<file path="config.mk">
export PLATFORM = sky130hd
export DESIGN_NAME = selective_dir
export DESIGN_NICKNAME = d
export VERILOG_FILES = /design/src/rtl/sdir_pkg.sv /design/src/rtl/sdir_ctrl.sv /design/src/rtl/sdir_datapath.sv /design/src/rtl/selective_dir.sv
export SDC_FILE = /design/constraint.sdc
export NUM_CORES = 1
export LEC_CHECK = 0
export BUFFER_PORTS_ARGS = -buffer_cell sky130_fd_sc_hd__buf_2
export CAP_MARGIN = 10
export CORE_MARGIN = 2
export CORE_UTILIZATION = 55
export DETAILED_ROUTE_END_ITERATION = 8
export PLACE_DENSITY = 0.72
export SYNTH_ARGS = -nofsm -noshare
export SYNTH_HDL_FRONTEND = slang
export SYNTH_HIERARCHICAL = 1
export SYNTH_SLANG_ARGS = --single-unit
</file>
<file path="constraint.sdc">
create_clock -name clk -period 3.62 [get_ports clk]
set_clock_uncertainty 0.1 [all_clocks]
set_input_delay 0.724 -clock clk [delete_from_list [all_inputs] [get_ports clk]]
set_output_delay 0.724 -clock clk [all_outputs]
set_load 0.005 [all_outputs]
</file>
<file path="src/rtl/sdir_pkg.sv">
package sdir_pkg;

  typedef enum logic [1:0] {
    OP_READ  = 2'd0,
    OP_WRITE = 2'd1,
    OP_DROP  = 2'd2
  } reqOp_e;

  typedef enum logic [1:0] {
    PH_IDLE = 2'd0,
    PH_TAG  = 2'd1,
    PH_DATA = 2'd2
  } phase_e;

  typedef struct packed {
    logic capture;
    logic probe;
    logic commit;
  } strobe_t;

endpackage

</file>
<file path="src/rtl/sdir_ctrl.sv">
module sdir_ctrl
  import sdir_pkg::*;
(
  input  logic    clk,
  input  logic    rstN,
  input  logic    reqValid,
  output logic    reqReady,
  output strobe_t stb
);

  phase_e phase, phaseNext;

  always_comb begin
    phaseNext = phase;
    case (phase)
      PH_IDLE: if (reqValid) phaseNext = PH_TAG;
      PH_TAG:  phaseNext = PH_DATA;
      PH_DATA: phaseNext = PH_IDLE;
      default: phaseNext = PH_IDLE;
    endcase
  end

  always_ff @(posedge clk) begin
    if (!rstN) phase <= PH_IDLE;
    else       phase <= phaseNext;
  end

  assign reqReady    = (phase == PH_IDLE);
  assign stb.capture = reqReady && reqValid;
  assign stb.probe   = (phase == PH_TAG);
  assign stb.commit  = (phase == PH_DATA);


  busy_hold_chk: assert property (@(posedge clk) disable iff (!rstN)
    stb.capture |=> (!reqReady ##1 !reqReady));

endmodule

</file>
<file path="src/rtl/sdir_datapath.sv">
module sdir_datapath
  import sdir_pkg::*;
#(
  parameter int NCORES    = 4,
  parameter int TAG_SETS  = 4,
  parameter int TAG_WAYS  = 2,
  parameter int DATA_SETS = 2,
  parameter int DATA_WAYS = 2,
  parameter int ADDR_W    = 6
) (
  input  logic                      clk,
  input  logic                      rstN,
  input  strobe_t                   stb,
  input  logic [1:0]                reqOp,
  input  logic [$clog2(NCORES)-1:0] reqCore,
  input  logic [ADDR_W-1:0]         reqAddr,
  output logic                      rspValid,
  output logic                      fwdValid,
  output logic [$clog2(NCORES)-1:0] fwdCore,
  output logic [NCORES-1:0]         invMask
);

  localparam int CORE_W = $clog2(NCORES);
  localparam int TSET_W = $clog2(TAG_SETS);
  localparam int TWAY_W = $clog2(TAG_WAYS);
  localparam int DSET_W = $clog2(DATA_SETS);
  localparam int DWAY_W = $clog2(DATA_WAYS);
  localparam int TAG_W  = ADDR_W - TSET_W;
  localparam int PTR_W  = (CORE_W > DWAY_W) ? CORE_W : DWAY_W;

  typedef struct packed {
    logic             valid;
    logic             shared;
    logic [TAG_W-1:0] tag;
    logic [PTR_W-1:0] ptr;
  } tagEnt_t;

  typedef struct packed {
    logic              valid;
    logic [NCORES-1:0] sharers;
    logic [TSET_W-1:0] rset;
    logic [TWAY_W-1:0] rway;
  } dataEnt_t;

  tagEnt_t           tagMem  [TAG_SETS][TAG_WAYS];
  logic [TWAY_W-1:0] tagAge  [TAG_SETS][TAG_WAYS];
  dataEnt_t          dataMem [DATA_SETS][DATA_WAYS];
  logic [DWAY_W-1:0] dataAge [DATA_SETS][DATA_WAYS];

  reqOp_e            reqOpQ;
  logic [CORE_W-1:0] reqCoreQ;
  logic [ADDR_W-1:0] reqAddrQ;
  logic              hitQ;
  logic [TWAY_W-1:0] hitWayQ, victWayQ;

  function automatic logic [CORE_W-1:0] lowestCore(input logic [NCORES-1:0] v);
    lowestCore = '0;
    for (int i = NCORES - 1; i >= 0; i--)
      if (v[i]) lowestCore = CORE_W'(i);
  endfunction

  // ---------------- tag probe (first lookup cycle) ----------------
  logic [TSET_W-1:0] pSet;
  logic [TAG_W-1:0]  pTag;
  logic              probeHit, tFound;
  logic [TWAY_W-1:0] probeHitWay, probeVict;

  assign pSet = reqAddrQ[TSET_W-1:0];
  assign pTag = reqAddrQ[ADDR_W-1:TSET_W];

  always_comb begin
    probeHit    = 1'b0;
    probeHitWay = '0;
    probeVict   = '0;
    tFound      = 1'b0;
    for (int j = 0; j < TAG_WAYS; j++)
      if (tagMem[pSet][j].valid && tagMem[pSet][j].tag == pTag) begin
        probeHit    = 1'b1;
        probeHitWay = TWAY_W'(j);
      end
    for (int j = 0; j < TAG_WAYS; j++)
      if (!tFound && !tagMem[pSet][j].valid) begin
        tFound    = 1'b1;
        probeVict = TWAY_W'(j);
      end
    if (!tFound)
      for (int j = 0; j < TAG_WAYS; j++)
        if (tagAge[pSet][j] == TWAY_W'(TAG_WAYS - 1)) probeVict = TWAY_W'(j);
  end

  // ---------------- commit (second lookup cycle) ----------------
  logic [TSET_W-1:0] cSet;
  logic [TAG_W-1:0]  cTag;
  logic [DSET_W-1:0] cDSet;
  tagEnt_t           curEnt, victEnt;
  dataEnt_t          curData, dvEnt;
  logic [CORE_W-1:0] curOwner, keeper;
  logic [DWAY_W-1:0] curDWay, dVict;
  logic [NCORES-1:0] reqBit, ownerBit, remain;
  logic              dFound;

  assign cSet     = reqAddrQ[TSET_W-1:0];
  assign cTag     = reqAddrQ[ADDR_W-1:TSET_W];
  assign cDSet    = cSet[DSET_W-1:0];
  assign curEnt   = tagMem[cSet][hitWayQ];
  assign victEnt  = tagMem[cSet][victWayQ];
  assign curOwner = curEnt.ptr[CORE_W-1:0];
  assign curDWay  = curEnt.ptr[DWAY_W-1:0];
  assign curData  = dataMem[cDSet][curDWay];
  assign reqBit   = NCORES'(1) << reqCoreQ;
  assign ownerBit = NCORES'(1) << curOwner;
  assign remain   = curData.sharers & ~reqBit;
  assign dvEnt    = dataMem[cDSet][dVict];
  assign keeper   = lowestCore(dvEnt.sharers);

  always_comb begin
    dVict  = '0;
    dFound = 1'b0;
    for (int j = 0; j < DATA_WAYS; j++)
      if (!dFound && !dataMem[cDSet][j].valid) begin
        dFound = 1'b1;
        dVict  = DWAY_W'(j);
      end
    if (!dFound)
      for (int j = 0; j < DATA_WAYS; j++)
        if (dataAge[cDSet][j] == DWAY_W'(DATA_WAYS - 1)) dVict = DWAY_W'(j);
  end

  logic              tagWrAEn, tagWrBEn, tagTouchEn, dataWrEn, dataTouchEn;
  logic [TWAY_W-1:0] tagWrAWay, tagWrBWay, touchWay;
  logic [TSET_W-1:0] tagWrBSet;
  tagEnt_t           tagWrAEnt, tagWrBEnt;
  logic [DWAY_W-1:0] dataWrWay;
  dataEnt_t          dataWrEnt;
  logic              nFwdV;
  logic [CORE_W-1:0] nFwdC;
  logic [NCORES-1:0] nInv;

  always_comb begin
    tagWrAEn = 1'b0; tagWrAWay = hitWayQ; tagWrAEnt = curEnt;
    tagWrBEn = 1'b0; tagWrBSet = dvEnt.rset; tagWrBWay = dvEnt.rway;
    tagWrBEnt = tagMem[dvEnt.rset][dvEnt.rway];
    tagTouchEn = 1'b0; touchWay = hitWayQ;
    dataWrEn = 1'b0; dataWrWay = curDWay; dataWrEnt = curData; dataTouchEn = 1'b0;
    nFwdV = 1'b0; nFwdC = '0; nInv = '0;
    if (stb.commit) begin
      if (!hitQ) begin
        if (reqOpQ == OP_READ || reqOpQ == OP_WRITE) begin
          if (victEnt.valid) begin
            if (victEnt.shared) begin
              nInv      = dataMem[cDSet][victEnt.ptr[DWAY_W-1:0]].sharers;
              dataWrEn  = 1'b1;
              dataWrWay = victEnt.ptr[DWAY_W-1:0];
              dataWrEnt = '0;
            end else begin
              nInv = NCORES'(1) << victEnt.ptr[CORE_W-1:0];
            end
          end
          tagWrAEn   = 1'b1;
          tagWrAWay  = victWayQ;
          tagWrAEnt  = '{valid: 1'b1, shared: 1'b0, tag: cTag, ptr: PTR_W'(reqCoreQ)};
          tagTouchEn = 1'b1;
          touchWay   = victWayQ;
        end
      end else begin
        case (reqOpQ)
          OP_READ: begin
            tagTouchEn = 1'b1;
            if (curEnt.shared) begin
              dataWrEn            = 1'b1;
              dataWrEnt.sharers   = curData.sharers | reqBit;
              dataTouchEn         = 1'b1;
            end else if (curOwner != reqCoreQ) begin
              nFwdV = 1'b1;
              nFwdC = curOwner;
              if (dvEnt.valid) begin
                nInv                = dvEnt.sharers & ~(NCORES'(1) << keeper);
                tagWrBEn            = 1'b1;
                tagWrBEnt.shared    = 1'b0;
                tagWrBEnt.ptr       = PTR_W'(keeper);
              end
              dataWrEn    = 1'b1;
              dataWrWay   = dVict;
              dataWrEnt   = '{valid: 1'b1, sharers: reqBit | ownerBit, rset: cSet, rway: hitWayQ};
              dataTouchEn = 1'b1;
              tagWrAEn         = 1'b1;
              tagWrAEnt.shared = 1'b1;
              tagWrAEnt.ptr    = PTR_W'(dVict);
            end
          end
          OP_WRITE: begin
            tagTouchEn = 1'b1;
            if (curEnt.shared) begin
              nInv             = remain;
              dataWrEn         = 1'b1;
              dataWrEnt        = '0;
              tagWrAEn         = 1'b1;
              tagWrAEnt.shared = 1'b0;
              tagWrAEnt.ptr    = PTR_W'(reqCoreQ);
            end else if (curOwner != reqCoreQ) begin
              nFwdV         = 1'b1;
              nFwdC         = curOwner;
              tagWrAEn      = 1'b1;
              tagWrAEnt.ptr = PTR_W'(reqCoreQ);
            end
          end
          OP_DROP: begin
            if (curEnt.shared) begin
              dataWrEn = 1'b1;
              if (remain == '0) begin
                dataWrEnt       = '0;
                tagWrAEn        = 1'b1;
                tagWrAEnt.valid = 1'b0;
              end else begin
                dataWrEnt.sharers = remain;
              end
            end else if (curOwner == reqCoreQ) begin
              tagWrAEn        = 1'b1;
              tagWrAEnt.valid = 1'b0;
            end
          end
          default: ;
        endcase
      end
    end
  end

  always_ff @(posedge clk) begin
    if (!rstN) begin
      reqOpQ   <= OP_READ;
      reqCoreQ <= '0;
      reqAddrQ <= '0;
      hitQ     <= 1'b0;
      hitWayQ  <= '0;
      victWayQ <= '0;
      rspValid <= 1'b0;
      fwdValid <= 1'b0;
      fwdCore  <= '0;
      invMask  <= '0;
      for (int s = 0; s < TAG_SETS; s++)
        for (int j = 0; j < TAG_WAYS; j++) begin
          tagMem[s][j] <= '0;
          tagAge[s][j] <= TWAY_W'(j);
        end
      for (int s = 0; s < DATA_SETS; s++)
        for (int j = 0; j < DATA_WAYS; j++) begin
          dataMem[s][j] <= '0;
          dataAge[s][j] <= DWAY_W'(j);
        end
    end else begin
      if (stb.capture) begin
        reqOpQ   <= reqOp_e'(reqOp);
        reqCoreQ <= reqCore;
        reqAddrQ <= reqAddr;
      end
      if (stb.probe) begin
        hitQ     <= probeHit;
        hitWayQ  <= probeHitWay;
        victWayQ <= probeVict;
      end
      rspValid <= stb.commit;
      fwdValid <= nFwdV;
      fwdCore  <= nFwdC;
      invMask  <= nInv;
      if (tagWrBEn) tagMem[tagWrBSet][tagWrBWay] <= tagWrBEnt;
      if (tagWrAEn) tagMem[cSet][tagWrAWay] <= tagWrAEnt;
      if (dataWrEn) dataMem[cDSet][dataWrWay] <= dataWrEnt;
      if (tagTouchEn)
        for (int j = 0; j < TAG_WAYS; j++) begin
          if (TWAY_W'(j) == touchWay) tagAge[cSet][j] <= '0;
          else if (tagAge[cSet][j] < tagAge[cSet][touchWay])
            tagAge[cSet][j] <= tagAge[cSet][j] + TWAY_W'(1);
        end
      if (dataTouchEn)
        for (int j = 0; j < DATA_WAYS; j++) begin
          if (DWAY_W'(j) == dataWrWay) dataAge[cDSet][j] <= '0;
          else if (dataAge[cDSet][j] < dataAge[cDSet][dataWrWay])
            dataAge[cDSet][j] <= dataAge[cDSet][j] + DWAY_W'(1);
        end
    end
  end


  rsp_quiet_chk: assert property (@(posedge clk) disable iff (!rstN)
    !rspValid |-> (!fwdValid && invMask == '0));


  accept_latency_chk: assert property (@(posedge clk) disable iff (!rstN)
    stb.capture |-> ##3 rspValid);


  fwd_not_self_chk: assert property (@(posedge clk) disable iff (!rstN)
    fwdValid |-> (fwdCore != reqCoreQ));

  for (genvar gs = 0; gs < DATA_SETS; gs++) begin : g_dset
    for (genvar gw = 0; gw < DATA_WAYS; gw++) begin : g_dway

      sharers_nonempty_chk: assert property (@(posedge clk) disable iff (!rstN)
        dataMem[gs][gw].valid |-> (dataMem[gs][gw].sharers != '0));

      reverse_link_chk: assert property (@(posedge clk) disable iff (!rstN)
        dataMem[gs][gw].valid |->
          (tagMem[dataMem[gs][gw].rset][dataMem[gs][gw].rway].valid &&
           tagMem[dataMem[gs][gw].rset][dataMem[gs][gw].rway].shared &&
           tagMem[dataMem[gs][gw].rset][dataMem[gs][gw].rway].ptr[DWAY_W-1:0] == DWAY_W'(gw)));
    end
  end

endmodule

</file>
<file path="src/rtl/selective_dir.sv">
module selective_dir
  import sdir_pkg::*;
#(
  parameter int NCORES    = 4,
  parameter int TAG_SETS  = 4,
  parameter int TAG_WAYS  = 2,
  parameter int DATA_SETS = 2,
  parameter int DATA_WAYS = 2,
  parameter int ADDR_W    = 6
) (
  input  logic                      clk,
  input  logic                      rstN,
  input  logic                      reqValid,
  output logic                      reqReady,
  input  logic [1:0]                reqOp,
  input  logic [$clog2(NCORES)-1:0] reqCore,
  input  logic [ADDR_W-1:0]         reqAddr,
  output logic                      rspValid,
  output logic                      fwdValid,
  output logic [$clog2(NCORES)-1:0] fwdCore,
  output logic [NCORES-1:0]         invMask
);

  strobe_t stb;

  sdir_ctrl u_ctrl (
    .clk      (clk),
    .rstN     (rstN),
    .reqValid (reqValid),
    .reqReady (reqReady),
    .stb      (stb)
  );

  sdir_datapath #(
    .NCORES    (NCORES),
    .TAG_SETS  (TAG_SETS),
    .TAG_WAYS  (TAG_WAYS),
    .DATA_SETS (DATA_SETS),
    .DATA_WAYS (DATA_WAYS),
    .ADDR_W    (ADDR_W)
  ) u_dp (
    .clk      (clk),
    .rstN     (rstN),
    .stb      (stb),
    .reqOp    (reqOp),
    .reqCore  (reqCore),
    .reqAddr  (reqAddr),
    .rspValid (rspValid),
    .fwdValid (fwdValid),
    .fwdCore  (fwdCore),
    .invMask  (invMask)
  );

endmodule

</file>
After elaboration in Yosys (flattened, before gate mapping)

Memories as Yosys holds them, arrays and structs flattened. A register that Yosys moved wholly into a read port is not among the register bits.
Cells that the tools add are included.

Register bits: 23
RAM bits: 108
Word-level logic and storage cells: 309
Memories: 4

$add $sub $neg: 4
Order comparisons: 15
Equal/unequal tests: 9
Shift-type cells: 4
Multiplexer cells: 215
Bitwise logic cells: 23
Reduce and logical (&&, ||, !) cells: 24

Memories:

| name         | words | bits a word | read ports | clocked after Yosys merged registers in | wr ports | RTL line            | source |
|---|---|---|---|---|---|---|---|
| u_dp.tagMem  | 4     | 16          | 2          | 1                                       | 4        | sdir_datapath.sv:45 | `tagEnt_t tagMem [TAG_SETS][TAG_WAYS];` |
| u_dp.dataMem | 2     | 16          | 1          | 1                                       | 2        | sdir_datapath.sv:47 | `dataEnt_t dataMem [DATA_SETS][DATA_WAYS];` |
| u_dp.tagAge  | 4     | 2           | 1          | 1                                       | 4        | sdir_datapath.sv:46 | `logic [TWAY_W-1:0] tagAge [TAG_SETS][TAG_WAYS];` |
| u_dp.dataAge | 2     | 2           | 1          | 1                                       | 2        | sdir_datapath.sv:48 | `logic [DWAY_W-1:0] dataAge [DATA_SETS][DATA_WAYS];` |

Operators by type and width:

| kind                  | number |
|---|---|
| $mux W8               | 28 |
| $mux W16              | 9 |
| $mux W1               | 124 |
| $mux W2               | 28 |
| $reduce_or A16 Y1     | 3 |
| $mux W4               | 11 |
| $demux W8 S1          | 3 |
| $pmux W8 S3           | 1 |
| $mux W7               | 3 |
| $ge A2 B2 Y1 const B  | 8 |
| $not A1 Y2            | 8 |
| $shl A1 B2 Y4 const A | 4 |
| $and A4 B4 Y4         | 2 |
| $eq A4 B4 Y1          | 2 |
| $logic_and A1 B1 Y1   | 8 |
| $not A4 Y4            | 2 |
| $or A4 B4 Y4          | 2 |
| $pmux W2 S2           | 2 |
| $pmux W4 S2           | 1 |
| $reduce_or A2 Y1      | 4 |
| $lt A2 B1 Y1 const B  | 3 |
| $mux W3               | 2 |
| $reduce_or A6 Y1      | 1 |
| $not A1 Y1            | 5 |
| 16 further kinds      | 30 |

Logic depth before layout (Yosys ltp)

Gate-level depths: netlist (run 1).

Depth in word-level cells: 24
Mapped depth: 13
Mapped depth without buffers: 9

Modules after synthesis

Netlist (run 1), hierarchy kept.

By module, submodules not included:

| module        | instances | cells each | area each (um^2) |
|---|---|---|---|
| sdir_datapath | 1         | 825        | 8328.0 |
| sdir_ctrl     | 1         | 8          | 91.3 |

Worst setup path before layout (run 1)

Ideal clock, no wire load.

Kind: register -> register
From: register with a tool-made name
To: memory u_dp/dataMem[0][10] (netlist bit), enable pin
Arrival time: 2931 ps
Path slack: 285 ps
Cell stages (with the launch flop): 13
Path through: dfxtp_1 buf_6 mux4_2 mux2_2 buf_2 xnor2_1 nand2_1 a311oi_1 nand2b_1 buf_2 or3_1 clkbuf_1 nand2_1

RTL lines:

| what      | RTL line |
|---|---|
| to (decl) | sdir_datapath.sv:47 |

==> run metrics, run 1 <==
run status finished, final reports clean; count of boundary I/O pins 22; Worst setup SP type flip-flop; Post-synth EDFFs ~110; leakage power summed over all cells 3.66 nW; Buf/Inv on CP 1; fin. max-slew vios 0; Starting Density 0.558; type of the worst setup path reg -> reg; maximum net fanout on the critical path 37; clock transition at the register clock pins on the worst setup and hold paths after CTS 0.06 ns; Final HPWL DP 20300 um; area share of the largest cell type after synthesis 0.378; synthesized cell area roughly 8400 sq um; wire length of the first global-routing pass 42100 um; global-route congestion overflow total 0; fraction of power spent switching nets 0.302; Rows between 40 and 50; detailed-route wire length per cell approximately 25 um; CTS HTree Levels 4; total clock buffers created by CTS 17; Hold Path Origin u_dp/tagAge[2][1]$_DFF_P_; buffer type at the clock tree root clkbuf_16; setup repair after global routing missed its margin yes; cells after synthesis 833; Endpoint, Worst Hold u_dp/tagAge[2][1]$_DFF_P_; top achievable clock speed between 0.2 and 0.3 GHz; required time reported for the critical path endpoint 3.72 ns; DRC violation count after routing 0; Seq cells post-synth 134; number of antenna violations at the first check in global routing 0; overall power 0.00439 W; number of diodes 0; number of buffers inserted by hold repair at cts 0; total vias in the final route 7603; number of global-route vias before repair ~7300; MaxCap Viol Count 0; r2r setup slk roughly 0.09 ns; post-route fraction of the period consumed by the critical path 0.975; floorplan die height between 100 and 150 um; worst-path cell with the longest stage delay mux4_2; Global Route Usage Sum 0.346; number of buffers on the longest clock path 2; worst slack on hold paths 0.399 ns; Layout area overhead 17.1%; Port Buffer Count 21; share of power burned in the clock network 0.390; most common library cell in the layout ignoring fill and taps edfxtp_1; area of placed instances 9230 sq um; sequential group share of total power 0.403; die area 16300 sq um; number of cells on the worst reg-to-reg path 9; max-slew headroom at the worst pin 0.280; synthesized area per cell 10.1 sq um; post-DR vias/cell 6.85; internal portion of total power 0.00306 W; top post-synthesis cells by area edfxtp_1, mux4_2, dfxtp_1; number of distinct standard cells referenced by the synthesized netlist 66; critical path capture point type flip-flop; TritonCTS clock tree built; async set-or-reset flop fraction in the synthesized netlist 0; clock latency at the later pin of the worst-skew pair roughly 0.43 ns; area of all placed cells without fillers 9860 sq um; kind of cell adding the most delay to the critical path compound AO/OA/AOI/OAI gates; predominant post-synthesis flop cell edfxtp_1; maximum cell stage delay along the critical path around 0.58 ns; critical path data arrival time ~3.6 ns; Starting DRT DRC Count ~880; most area-hungry cell type in the Yosys netlist edfxtp_1; horizontal extent of the die 128 um; first-pass iteration count of the detailed router 6; part of the Yosys area used for sequential elements 0.445; Layout Nets 926; ratio of cells with drive above 1 in the final layout 0.223; total of endpoints with negative setup slack in the final report 0; antenna viol nets, final 0; core area 15100 sq um; final hold violations 0; path type of the worst min-delay path reg -> reg; IR drop worst, VDD 0.354 mV; weighted congestion at the end of routability-driven global placement 1.02; switching power 0.00133 W; number of clock sinks 134; sequence of cells on the critical path mux4_2 > mux2_4 > or3_4 > a32oi_4 > nor3_1 > a211o_1 > buf_12 > and2_0 > o31ai_1; net count of the mapped netlist between 800 and 900; final wirelength around 27000 um; measured slew at the worst slew-check pin 1.08 ns; minimum period implied by the final worst setup slack 3.53 ns; Worst Hold Path Cells 2; YS warnings 6; Combinational Power Share 0.207; pin count of the biggest net entering global routing 44; total power density per cell area 445 nW/um^2; capture point of the worst reg-to-reg path u_dp/tagMem[1][2]$_DFFE_PP_; commonest cells after routing, fill and taps aside edfxtp_1, nor2_1, buf_4
[tightest hold or removal path, delay by kind of cell (launching register included)]
family	cells	cell delay, ns
AOI/OAI and AO/OA	2	0.14
DFF	1	0.32
[per-stage QoR]
stage	utilization	std cells	setup slack, ns	TNS [ns]
floorplan	-	833	0.285	0
global placement	0.612	1077	0.0529	0
detailed placement	0.612	1077	0.0271	0
CTS	0.651	1109	0.0719	0
global route	0.654	1110	-0.00931	-0.0291
finish	0.654	1110	0.0916	0
[worst max path at each step]
stage	slack, ns	endpoint	cells after the start
2_1_floorplan	0.29	u_dp/dataMem[0][10]$_SDFFCE_PN0P_	12
3_3_place_gp	0.05	u_dp/dataMem[0][2]$_SDFFCE_PN0P_	10
3_5_place_dp	0.03	u_dp/dataMem[1][10]$_SDFFCE_PN0P_	10
4_1_cts	0.07	u_dp/tagMem[3][4]$_DFFE_PP_	10
5_1_grt	-0.009	u_dp/tagMem[1][3]$_DFFE_PP_	9
6_report	0.09	u_dp/tagMem[1][2]$_DFFE_PP_	9
[kinds of logic (layout without fill, tap and decap cells)]
logic type / after synthesis / after routing / share of synthesized area
xor+xnor: 15 / 15 / 0.0156
compound gates: 194 / 194 / 0.159
flops: 134 / 134 / 0.445
fa+ha+maj: 4 / 4 / 0.00594
mux: 92 / 92 / 0.154
simple gates: 314 / 314 / 0.180
buf+inv: 80 / 169 / 0.0397
[layout make-up]
| type | instances | area, sq um |
|---|---|---|
| Tap cell | 188 | 235 |
| Clock buffer | 17 | 425 |
| Timing Repair Buffer | 113 | 821 |
| Inverter | 24 | 90.1 |
| Fill cell | 1175 | 5230 |
| Clock inverter | 15 | 154 |
| Sequential cell | 134 | 3740 |
| Multi-Input combinational cell | 619 | 4390 |
[repair_timing]
item                                    CTS  global route
buffers inserted                          0             1
endpoints found under the hold margin     0             0
gates cloned                              0             0
pin swaps                                 0             3
endpoints found under the setup margin    6            82
resized for setup                         3            10
[flip-flops by register name, summed over array words and instances, names as in the netlist, named ones only]
register       count
u_dp/tagMem       64
u_dp/dataMem      32
u_dp/tagAge        8
u_dp/reqAddrQ      6
u_dp/dataAge       4
u_dp/invMask       4
u_ctrl/phase       2
u_dp/fwdCore       2
u_dp/reqCoreQ      2
u_dp/reqOpQ        2
u_dp/fwdValid      1
u_dp/hitQ          1
u_dp/hitWayQ       1
u_dp/rspValid      1
u_dp/victWayQ      1
[power by group through the flow]
| stage | Combinational [W] | Clock, W | Sequential [W] |
|---|---|---|---|
| after floorplan | 0.000540 | 0 | 0.00177 |
| after global placement | 0.000854 | 0 | 0.00179 |
| after detailed placement | 0.000867 | 0 | 0.00180 |
| after CTS | 0.000874 | 0.00173 | 0.00177 |
| after global routing | 0.000957 | 0.00180 | 0.00177 |
| final | 0.000909 | 0.00171 | 0.00177 |
[cell usage after synthesis, types with 5 or more instances]
library cell / number
xor2_1: 7
nor2_1: 98
nor2b_1: 20
nand3_1: 71
o221ai_1: 6
a32oi_1: 6
nand2_1: 54
nor4_1: 5
o21ai_0: 32
a31oi_1: 6
mux2_2: 10
or3_1: 6
mux4_2: 28
buf_2: 9
xnor2_1: 8
nand2b_1: 11
mux2i_1: 52
edfxtp_1: 106
inv_1: 23
nand4_1: 5
o31ai_1: 53
dfxtp_1: 28
clkbuf_1: 40
a21oi_1: 39
a311oi_1: 5
o22ai_1: 11
nor3_1: 17
and2_0: 5
[layer usage]
layer  up-vias  track usage  routed length (um)
met3       118       0.0576                2200
li1       3348            -                   -
met1      3653        0.445               10800
met4         0        0.207                1730
met2       484        0.553               12800
met5         -            0                   0
Power figures use the tool's default switching activity.
==> run 2, diff against run 1 <==
--- a/config.mk
+++ b/config.mk
@@ -7,7 +7,7 @@
 export LEC_CHECK = 0
 export BUFFER_PORTS_ARGS = -buffer_cell sky130_fd_sc_hd__buf_2
 export CAP_MARGIN = 10
-export CORE_MARGIN = 2
+export CORE_MARGIN = 1
 export CORE_UTILIZATION = 55
 export DETAILED_ROUTE_END_ITERATION = 8
 export PLACE_DENSITY = 0.72
==> run 2 against run 1 <==
  * Routed wire length shrank 5.1%
  * Clock power shrank 9%
  * Cell count shrank 0.99%
  * Sequential share of layout area grew 0.32 points
  * Critical path type unchanged
==> run metrics, run 2 (synthesized netlist as in run 1, its figures left out) <==
fin. max-slew vios 0; Combinational Power Share 0.209; weighted congestion at the end of routability-driven global placement 1.02; total power density per cell area 430 nW/um^2; count of boundary I/O pins 22; IR drop worst, VDD 0.354 mV; MaxCap Viol Count 0; clock transition at the register clock pins on the worst setup and hold paths after CTS 0.06 ns; run status finished, final reports clean; Global Route Usage Sum 0.341; commonest cells after routing, fill and taps aside edfxtp_1, nor2_1, buf_4; path type of the worst min-delay path reg -> reg; max-slew headroom at the worst pin 0.350; capture point of the worst reg-to-reg path u_dp/tagMem[2][13]$_DFFE_PP_; horizontal extent of the die around 130 um; number of buffers on the longest clock path 2; area of the multi-input gates between 4000 and 5000 sq um; measured slew at the worst slew-check pin just under 1 ns; fin worst setup slack 0.0722 ns; CTS HTree Levels 4; die area 15800 sq um; r2r setup slk 0.07 ns; number of antenna violations at the first check in global routing 0; fraction of power spent switching nets 0.304; antenna viol nets, final 0; Starting Density 0.571; number of buffers inserted by hold repair at cts 0; buffers inserted during post-CTS setup optimization 0; Starting DRT DRC Count 867; share of power burned in the clock network 0.370; start point of the critical path u_dp/tagMem[2][8]$_DFFE_PP_; type of the worst setup path reg -> reg; wire length of the first global-routing pass 40400 um; registers with the most flip-flops u_dp/tagMem x64, u_dp/dataMem x32, u_dp/tagAge x8; Final HPWL DP 19600 um; detailed-route wire length per cell 23.7 um; max reg flops 64; worst slack, placed -0.0150 ns; total vias in the final route 7438; setup repair after global routing missed its margin yes; total of endpoints with negative setup slack in the final report 0; top achievable clock speed about 0.28 GHz; floorplan die height 126 um; final wirelength approximately 26000 um; leakage power summed over all cells 3.63 nW; pin count of the biggest net entering global routing 44; minimum period implied by the final worst setup slack 3.55 ns; first-pass iteration count of the detailed router 7; number of clock sinks 134; DRC violation count after routing 0; area used by sequential logic in the layout 3750 sq um; maximum net fanout on the critical path 24; buffer type at the clock tree root clkbuf_16; TritonCTS clock tree built; critical path capture point type flip-flop; sequential group share of total power 0.421; switching power 0.00128 W; clock latency at the later pin of the worst-skew pair between 0.4 and 0.5 ns; reg2reg start u_dp/tagMem[2][8]$_DFFE_PP_; required time reported for the critical path endpoint 3.75 ns; worst slack on hold paths approximately 0.46 ns; total clock buffers created by CTS 17; final setup TNS 0 ns; register containing the most flip-flops in the final layout u_dp/tagMem; filler cell count around 1200; critical path data arrival time 3.68 ns; final hold violations 0; most common library cell in the layout ignoring fill and taps edfxtp_1; post-route fraction of the period consumed by the critical path 0.980; core area 14800 sq um; global-route congestion overflow total 0; post-DR vias/cell 6.77; post-route non-filler standard cell count 1099; number of diodes 0; Layout Nets 919; Port Buffer Count 21; number of global-route vias before repair 7202; Layout area overhead 16.2%; Inst Count DP 1067; ratio of cells with drive above 1 in the final layout 0.226; number of cells on the worst reg-to-reg path 10; Worst setup SP type flip-flop; internal portion of total power slightly below 0.003 W; crit path capture u_dp/tagMem[2][13]$_DFFE_PP_; Rows 44
run 2: power groups by stage:
stage / registers [W] / logic (W) / clock network (W)
2_1_floorplan: 0.00177 / 0.000540 / 0
3_3_place_gp: 0.00180 / 0.000830 / 0
3_5_place_dp: 0.00180 / 0.000841 / 0
4_1_cts: 0.00177 / 0.000846 / 0.00158
5_1_grt: 0.00178 / 0.000934 / 0.00164
6_report: 0.00177 / 0.000880 / 0.00156
run 2: layer usage:
layer	routed length, um	vias up	global-route usage	share of wire
met5	0	-	0	0
met4	457	0	0.109	0.018
met3	2700	49	0.0884	0.10
met2	11500	464	0.509	0.44
met1	11400	3598	0.486	0.44
li1	-	3327	-	-
run 2: cell type report:
class                   instances  area share
clock buffers                  21      0.0460
clock inverters                11     0.00819
inverters                      24     0.00921
multi-input cells             619       0.452
flip-flops and latches        134       0.383
well taps                     184      0.0235
repair buffers                106      0.0776
run 2: worst min path at each step:
stage | start | endpoint | cells after the start
3_5_place_dp | u_dp/tagAge[2][1]$_DFF_P_ | u_dp/tagAge[2][1]$_DFF_P_ | 2
6_report | u_dp/dataAge[1][1]$_DFF_P_ | u_dp/dataAge[1][1]$_DFF_P_ | 2
5_1_grt | u_dp/tagAge[2][1]$_DFF_P_ | u_dp/tagAge[2][1]$_DFF_P_ | 2
4_1_cts | reqAddr[2] | u_dp/reqAddrQ[2]$_SDFFE_PN0P_ | 3
3_3_place_gp | u_dp/tagAge[2][1]$_DFF_P_ | u_dp/tagAge[2][1]$_DFF_P_ | 2
2_1_floorplan | u_dp/tagAge[2][1]$_DFF_P_ | u_dp/tagAge[2][1]$_DFF_P_ | 2
run 2: stage by stage:
stage	utilization	cell area [sq um]	total power, W
3_3_place_gp	0.621	9170	0.00263
6_report	0.663	9780	0.00421
5_1_grt	0.663	9780	0.00435
4_1_cts	0.657	9700	0.00419
3_5_place_dp	0.621	9170	0.00264
2_1_floorplan	-	8420	0.00231
run 2: worst max-delay path: stages (launching register included):
cell and delay (ns):
edfxtp_1 0.44, mux4_2 0.55, mux2_4 0.34, or3_4 0.41, a32oi_4 0.23, nor3_1 0.09
a211o_1 0.28, buf_12 0.17, buf_4 0.20, and2_2 0.26, o31ai_1 0.28
run 2: what timing repair did:
item / CTS / global route
pin swaps: 0 / 0
endpoints found under the hold margin: 0 / 0
endpoints found under the setup margin: 6 / 68
resized for setup: 1 / 23
